`src/rtl/sram_cap_pkg.sv`:
```
package sram_cap_pkg;

  typedef enum logic [1:0] {
    ST_IDLE   = 2'd0,
    ST_SETUP  = 2'd1,
    ST_STROBE = 2'd2,
    ST_HOLD   = 2'd3
  } acc_st_e;

  // number of independently selected banks (single chips or chip pairs)
  function automatic int unsigned banks_of(int unsigned chips, bit wide);
    return wide ? (chips / 2) : chips;
  endfunction

  // channel that follows the current one after a completed write
  function automatic int unsigned next_ch(int unsigned cur, int unsigned n, bit solo);
    if (solo) return 0;
    return (cur + 1 >= n) ? 0 : cur + 1;
  endfunction

endpackage

```
`src/rtl/sram_ptr_track.sv`:
```
module sram_ptr_track #(
  parameter int PTR_W = 24,
  parameter logic [PTR_W-1:0] CAP = '0
) (
  input  logic             clk,
  input  logic             rst_n,
  input  logic             clr,
  input  logic             mode_dl,
  input  logic             wr_done,
  input  logic             rd_done,
  output logic [PTR_W-1:0] ptr,
  output logic             full,
  output logic             done
);
  logic [PTR_W-1:0] last_q;
  logic             has_q;

  always_ff @(posedge clk or negedge rst_n) begin
    if (!rst_n) begin
      ptr    <= '0;
      last_q <= '0;
      has_q  <= 1'b0;
      done   <= 1'b0;
    end else if (clr) begin
      ptr  <= '0;
      done <= mode_dl & ~has_q;
      if (!mode_dl) begin
        has_q  <= 1'b0;
        last_q <= '0;
      end
    end else begin
      if (wr_done) begin
        last_q <= ptr;
        has_q  <= 1'b1;
        ptr    <= ptr + 1'b1;
      end
      if (rd_done) begin
        ptr <= ptr + 1'b1;
        if (ptr == last_q) done <= 1'b1;
      end
    end
  end

  assign full = (ptr == CAP);
endmodule

```
`src/rtl/sram_seq.sv`:
```
module sram_seq
  import sram_cap_pkg::*;
(
  input  logic clk,
  input  logic rst_n,
  input  logic clr,
  input  logic req,
  input  logic mode_dl,
  input  logic full,
  input  logic done,
  output logic busy,
  output logic wr_done,
  output logic rd_done,
  output logic drive_acq,
  output logic we_n,
  output logic oe_n,
  output logic rd_strobe
);
  acc_st_e st_q;
  logic    op_rd_q;
  logic    go;
  logic    drive;

  assign go = (st_q == ST_IDLE) && req && (mode_dl ? !done : !full);

  always_ff @(posedge clk or negedge rst_n) begin
    if (!rst_n) begin
      st_q    <= ST_IDLE;
      op_rd_q <= 1'b0;
    end else if (clr) begin
      st_q    <= ST_IDLE;
      op_rd_q <= 1'b0;
    end else begin
      unique case (st_q)
        ST_IDLE: if (go) begin
          st_q    <= ST_SETUP;
          op_rd_q <= mode_dl;
        end
        ST_SETUP:  st_q <= ST_STROBE;
        ST_STROBE: st_q <= ST_HOLD;
        ST_HOLD:   st_q <= ST_IDLE;
        default:   st_q <= ST_IDLE;
      endcase
    end
  end

  assign busy      = (st_q != ST_IDLE);
  assign drive     = (st_q == ST_SETUP) || (st_q == ST_STROBE);
  assign wr_done   = (st_q == ST_HOLD) && !op_rd_q;
  assign rd_done   = (st_q == ST_HOLD) && op_rd_q;
  assign drive_acq = drive && !op_rd_q;
  assign we_n      = !((st_q == ST_STROBE) && !op_rd_q);
  assign oe_n      = !(drive && op_rd_q);
  assign rd_strobe = (st_q == ST_STROBE) && op_rd_q;
endmodule

```
`src/rtl/sram_cs_dec.sv`:
```
module sram_cs_dec #(
  parameter int CHIP_AW   = 19,
  parameter int NUM_CHIPS = 4,
  parameter bit WIDE16    = 1'b0,
  parameter int BANK_W    = 2
) (
  input  logic [CHIP_AW+BANK_W-1:0] ptr_lo,
  input  logic                      en,
  output logic [CHIP_AW-1:0]        addr,
  output logic [NUM_CHIPS-1:0]      cs_n
);
  logic [BANK_W-1:0] bank;

  assign addr = ptr_lo[CHIP_AW-1:0];
  assign bank = ptr_lo[CHIP_AW +: BANK_W];

  for (genvar k = 0; k < NUM_CHIPS; k++) begin : g_chip
    localparam int BANK_OF_K = WIDE16 ? (k / 2) : k;
    assign cs_n[k] = !(en && (bank == BANK_W'(BANK_OF_K)));
  end
endmodule

```
`src/rtl/adc_ch_pick.sv`:
```
module adc_ch_pick
  import sram_cap_pkg::*;
#(
  parameter int NUM_CH = 2,
  parameter int CH_W   = 1
) (
  input  logic            clk,
  input  logic            rst_n,
  input  logic            clr,
  input  logic            wr_done,
  input  logic            solo,
  output logic [CH_W-1:0] ch
);
  always_ff @(posedge clk or negedge rst_n) begin
    if (!rst_n)       ch <= '0;
    else if (clr)     ch <= '0;
    else if (wr_done) ch <= CH_W'(next_ch(int'(ch), NUM_CH, solo));
  end
endmodule

```
`src/rtl/seq_sram_capture.sv`:
```
module seq_sram_capture
  import sram_cap_pkg::*;
#(
  parameter int PTR_W       = 24,
  parameter int CHIP_AW     = 19,
  parameter int NUM_CHIPS   = 4,
  parameter bit WIDE16      = 1'b0,
  parameter int NUM_CH      = 2,
  parameter bit CH_FROM_PTR = 1'b0
) (
  input  logic                 clk,
  input  logic                 rst_n,
  input  logic                 ptr_clr,
  input  logic                 mode_dl,
  input  logic                 req,
  input  logic                 solo_ch,
  output logic [CHIP_AW-1:0]   sram_addr,
  output logic [NUM_CHIPS-1:0] sram_cs_n,
  output logic                 sram_we_n,
  output logic                 sram_oe_n,
  output logic                 adc_oe_n,
  output logic [NUM_CH-1:0]    adc_sel,
  output logic                 rd_strobe,
  output logic                 buf_full,
  output logic                 dl_done
);
  localparam int BANKS  = banks_of(NUM_CHIPS, WIDE16);
  localparam int BANK_W = (BANKS > 1) ? $clog2(BANKS) : 1;
  localparam int CH_W   = (NUM_CH > 1) ? $clog2(NUM_CH) : 1;
  localparam logic [PTR_W-1:0] CAP = PTR_W'(BANKS) << CHIP_AW;

  // named internal events, also watched by the checker
  logic             busy;
  logic             wr_done;
  logic             rd_done;
  logic             adv_evt;
  logic             drive_acq;
  logic [PTR_W-1:0] ptr;
  logic [CH_W-1:0]  ch;

  assign adv_evt = wr_done | rd_done;

  sram_ptr_track #(.PTR_W(PTR_W), .CAP(CAP)) u_ptr (
    .clk(clk), .rst_n(rst_n), .clr(ptr_clr), .mode_dl(mode_dl),
    .wr_done(wr_done), .rd_done(rd_done),
    .ptr(ptr), .full(buf_full), .done(dl_done)
  );

  sram_seq u_seq (
    .clk(clk), .rst_n(rst_n), .clr(ptr_clr), .req(req), .mode_dl(mode_dl),
    .full(buf_full), .done(dl_done), .busy(busy),
    .wr_done(wr_done), .rd_done(rd_done), .drive_acq(drive_acq),
    .we_n(sram_we_n), .oe_n(sram_oe_n), .rd_strobe(rd_strobe)
  );

  sram_cs_dec #(
    .CHIP_AW(CHIP_AW), .NUM_CHIPS(NUM_CHIPS), .WIDE16(WIDE16), .BANK_W(BANK_W)
  ) u_cs (
    .ptr_lo(ptr[CHIP_AW+BANK_W-1:0]), .en(busy),
    .addr(sram_addr), .cs_n(sram_cs_n)
  );

  if (CH_FROM_PTR) begin : g_ch_ptr
    // low pointer bits name the channel; NUM_CH must be a power of two
    assign ch = ptr[CH_W-1:0];
  end else begin : g_ch_cnt
    adc_ch_pick #(.NUM_CH(NUM_CH), .CH_W(CH_W)) u_ch (
      .clk(clk), .rst_n(rst_n), .clr(ptr_clr), .wr_done(wr_done),
      .solo(solo_ch), .ch(ch)
    );
  end

  assign adc_oe_n = !drive_acq;
  for (genvar c = 0; c < NUM_CH; c++) begin : g_sel
    assign adc_sel[c] = drive_acq && (ch == CH_W'(c));
  end
endmodule

```
`config.mk`:
```
export PLATFORM = sky130hd
export DESIGN_NAME = seq_sram_capture
export DESIGN_NICKNAME = d
export VERILOG_FILES = /design/src/rtl/sram_cap_pkg.sv /design/src/rtl/sram_ptr_track.sv /design/src/rtl/sram_seq.sv /design/src/rtl/sram_cs_dec.sv /design/src/rtl/adc_ch_pick.sv /design/src/rtl/seq_sram_capture.sv
export SDC_FILE = /design/constraint.sdc
export NUM_CORES = 1
export LEC_CHECK = 0
export BUFFER_PORTS_ARGS = -buffer_cell sky130_fd_sc_hd__buf_2
export CAP_MARGIN = 20
export CORE_ASPECT_RATIO = 0.75
export CORE_MARGIN = 4
export CORE_UTILIZATION = 40
export CTS_BUF_LIST = sky130_fd_sc_hd__clkbuf_8
export CTS_CLUSTER_SIZE = 40
export DETAILED_ROUTE_END_ITERATION = 8
export PLACE_DENSITY_LB_ADDON = 0.05
export SLEW_MARGIN = 30
export SYNTH_ARGS = -nofsm -noshare
export SYNTH_HDL_FRONTEND = slang
export SYNTH_HIERARCHICAL = 1
export SYNTH_SLANG_ARGS = --single-unit
```
`constraint.sdc`:
```
create_clock -name clk -period 3.95 [get_ports clk]
set_input_delay 0.1975 -clock clk [delete_from_list [all_inputs] [get_ports clk]]
set_output_delay 0.1975 -clock clk [all_outputs]
set_load 0.03 [all_outputs]
```
==> flow_summary.yaml <==
place:
  pre_cts_slack_ns: 1.28
  postPlaceCellArea_um2: 3190
  dp.cells: 412
  place_congestion: 0.730
  dp_hpwl_um: 5110
  numPortBuffers: 36
critical_path:
  critical_path.max_stage_delay_ns: 0.65
  crit_arrival_ns: 2.95
  path_cells: "ha_1, nor2b_1, o31a_1, nand3_1, or4_1, a21oi_1"
  cpMaxStageDelayCell: "nor2b_1"
  critPathRequiredTime_ns: 4.18
  worstRegToRegCells: 6
  crit_fanout: 11
  crit_type: "reg2reg"
  startpoint_type: "register"
  critPathCaptureType: "register"
timing:
  setup_viol_count_final: 0
  fin_ws_ns: 1.23
  rsz0062_at_grt: "no"
  finalSetupTns_ns: 0
  skew_ns: 0.0146
  post-route-period-util_pct: 68.8
  hold_violations: 0
  timing.final.crit_period_ns: 2.72
  slew-limit-headroom_pct: 47.2
  slew_viol_final: 0
  worstMarginPinSlew_ns: 0.790
  clock.fmax_ghz: 0.368
worst_hold_path:
  min_path_type: "in2reg"
  holdPathStages: 3
route:
  vias: 2340
  vias_per_cell: 5.56
  wl_um: 7570
  routedWlPerCell_um: 18.0
  route.detailed.drc: 0
  drt_first_pass_iters: 4
  drt-initial-drc-count: 155
  drtAntennaViolNets: 0
floorplan:
  start_util_pct: 42.0
  io_pins: 37
  die_w_um: 111
  core_um2: 7530
  die_h_um: 85.0
  die_area_um2: 9420
  row_count: 27
pwr:
  p_switching_mw: 0.424
  p_leak_nw: 1.61
  power_frac_comb_pct: 23.3
  ir_drop_mv: 0.175
  seqPwrFrac_pct: 48.8
  p_int_mw: 0.799
  powerDensity_nw_per_um2: 370
  swShare_pct: 34.7
  clkPwrFrac_pct: 27.8
cells_and_area:
  fill_cells: 740
  diodes: 0
  drive_above_1_share_pct: 18.4
  fin_area_um2: 3300
  fin_cells: 421
  final_cell_mix: "dfrtp_1, buf_2, xor2_1"
  area_growth_pct: 4.31
  layout_commonest_cell: "dfrtp_1"
  fin_util_pct: 43.8
  fin_nets: 331
global_route:
  antenna_found_initial: 0
  grt_pass1_wl_um: 12300
  grt_pass1_vias: 2113
  overflow: 0
  track_usage_pct: 16.2
  grt_max_degree: 42
clock_network:
  clock_sinks: 54
  cts_made_buffers: 5
  cts_tree: "done"
  cts.htree.levels: 2
  cts_root_buf: "clkbuf_8"
  cts.path.max_buffers: 2
  clk_pin_slew_ns: 0.11
  clk_latency_ns: 0.32
synthesis:
  syn-num-nets: 327
  synthArstFlopShare_pct: 100
  ys_seq_area_share_pct: 42.7
  syn_area_um2: 3170
  synth-edff-count: 0
  synth_seq_cells: 54
  synth_area_per_cell_um2: 10.0
  synth_cells: 315
  synth-main-ff-cell: "dfrtp_1"
  ys_types: 48
  yosysWarnings: 6
status:
  status: "complete, no violations"
flow_run:
  cap_violations: 0
-- final cells by class --
class | count | area, um2 | share of cell area [%]
Timing Repair Buffer | 39 | 205 | 6.21
Clock inverter | 3 | 28.8 | 0.872
Clock buffer | 5 | 68.8 | 2.08
Inverter | 9 | 33.8 | 1.02
Tap cell | 101 | 126 | 3.83
Sequential cell | 54 | 1350 | 40.9
Multi-Input combinational cell | 210 | 1490 | 45.1
-- sequential cells by signal, summed over array words and instances (netlist names) --
signal / count
u_ptr/last_q: 24
u_ptr/done: 1
g_ch_cnt.u_ch/ch: 1
u_seq/op_rd_q: 1
u_ptr/has_q: 1
u_seq/st_q: 2
u_ptr/ptr: 24
-- critical path: cells and delay by family, from the launching register on --
| kind | cells | cell delay (ns) |
|---|---|---|
| AO/OA/AOI/OAI | 2 | 0.50 |
| adder cells (fa/ha/maj) | 1 | 0.19 |
| AND/OR/NAND/NOR | 3 | 1.54 |
| flip-flops | 1 | 0.41 |
-- final timing paths --
path | start | end | slack, ns
max in group asynchronous | rst_n | u_ptr/last_q[18] | 2.79
min | solo_ch | g_ch_cnt.u_ch/ch | 0.15
max | u_seq/st_q[1] | u_ptr/ptr[22] | 1.23
min in group asynchronous | rst_n | u_ptr/ptr[20] | 0.30
min reg2reg | u_ptr/last_q[13] | u_ptr/last_q[13] | 0.53
max reg2reg | u_seq/st_q[1] | u_ptr/ptr[22] | 1.23
-- power by group through the flow --
stage	sequential [mW]	combinational [mW]	clock, mW
floorplan	0.606	0.207	0
global placement	0.607	0.290	0
detailed placement	0.608	0.288	0
CTS	0.597	0.290	0.351
global route	0.601	0.313	0.376
finish	0.597	0.285	0.341
-- through the flow --
stage	total power, mW	hold WS [ns]
CTS	1.24	0.141
global route	1.29	0.135
global placement	0.897	0.126
finish	1.22	0.148
detailed placement	0.896	0.129
floorplan	0.813	-0.0981
-- Yosys cell counts (2+ instances only) --
library cell	count	share of area (%)
ha_1	6	2.4
a21oi_1	18	2.8
nand3_1	13	2.1
o311a_1	2	0.63
buf_6	9	3.2
o31ai_1	9	2.1
nand2_1	14	1.7
dfrtp_1	54	43
xnor2_1	6	1.7
nor4b_1	2	0.55
o21ai_0	11	1.7
xor2_1	27	7.5
or4_1	8	1.9
clkbuf_1	8	0.95
inv_1	9	1.1
nor2_1	13	1.5
a22o_1	23	6.4
or3b_1	2	0.55
buf_4	19	4.5
nor2b_1	3	0.59
and2_1	3	0.59
nor4_1	11	2.2
or3_1	4	0.79
nor3_1	3	0.47
or3_2	2	0.47
nand3b_1	4	0.95
and4_1	2	0.55
buf_2	6	0.95
nand4_1	5	0.99
-- layer usage --
| layer | global-route usage (%) | wire, um | part of all wire [%] |
|---|---|---|---|
| met5 | 0 | 0 | 0 |
| met4 | 3.02 | 40 | 0.53 |
| met3 | 3.06 | 348 | 4.6 |
| met2 | 22.7 | 3190 | 42 |
| met1 | 25.7 | 3990 | 53 |
-- cell families after synthesis --
logic type	share of synthesized area, %
adders and majority gates	2.37
AOI/OAI and AO/OA	15.7
muxes	0.751
buffers and inverters	10.7
DFF	42.7
and+or+nand+nor	18.7
xor gates and xnor gates	9.13
-- timing repair --
action	4_1_cts	5_1_grt
endpoints found under the setup margin	0	0
hold endpoints to repair	13	0
gates resized for setup	0	0
setup buffers	0	0
hold buffers	1	0
Power figures use the tool's default switching activity.
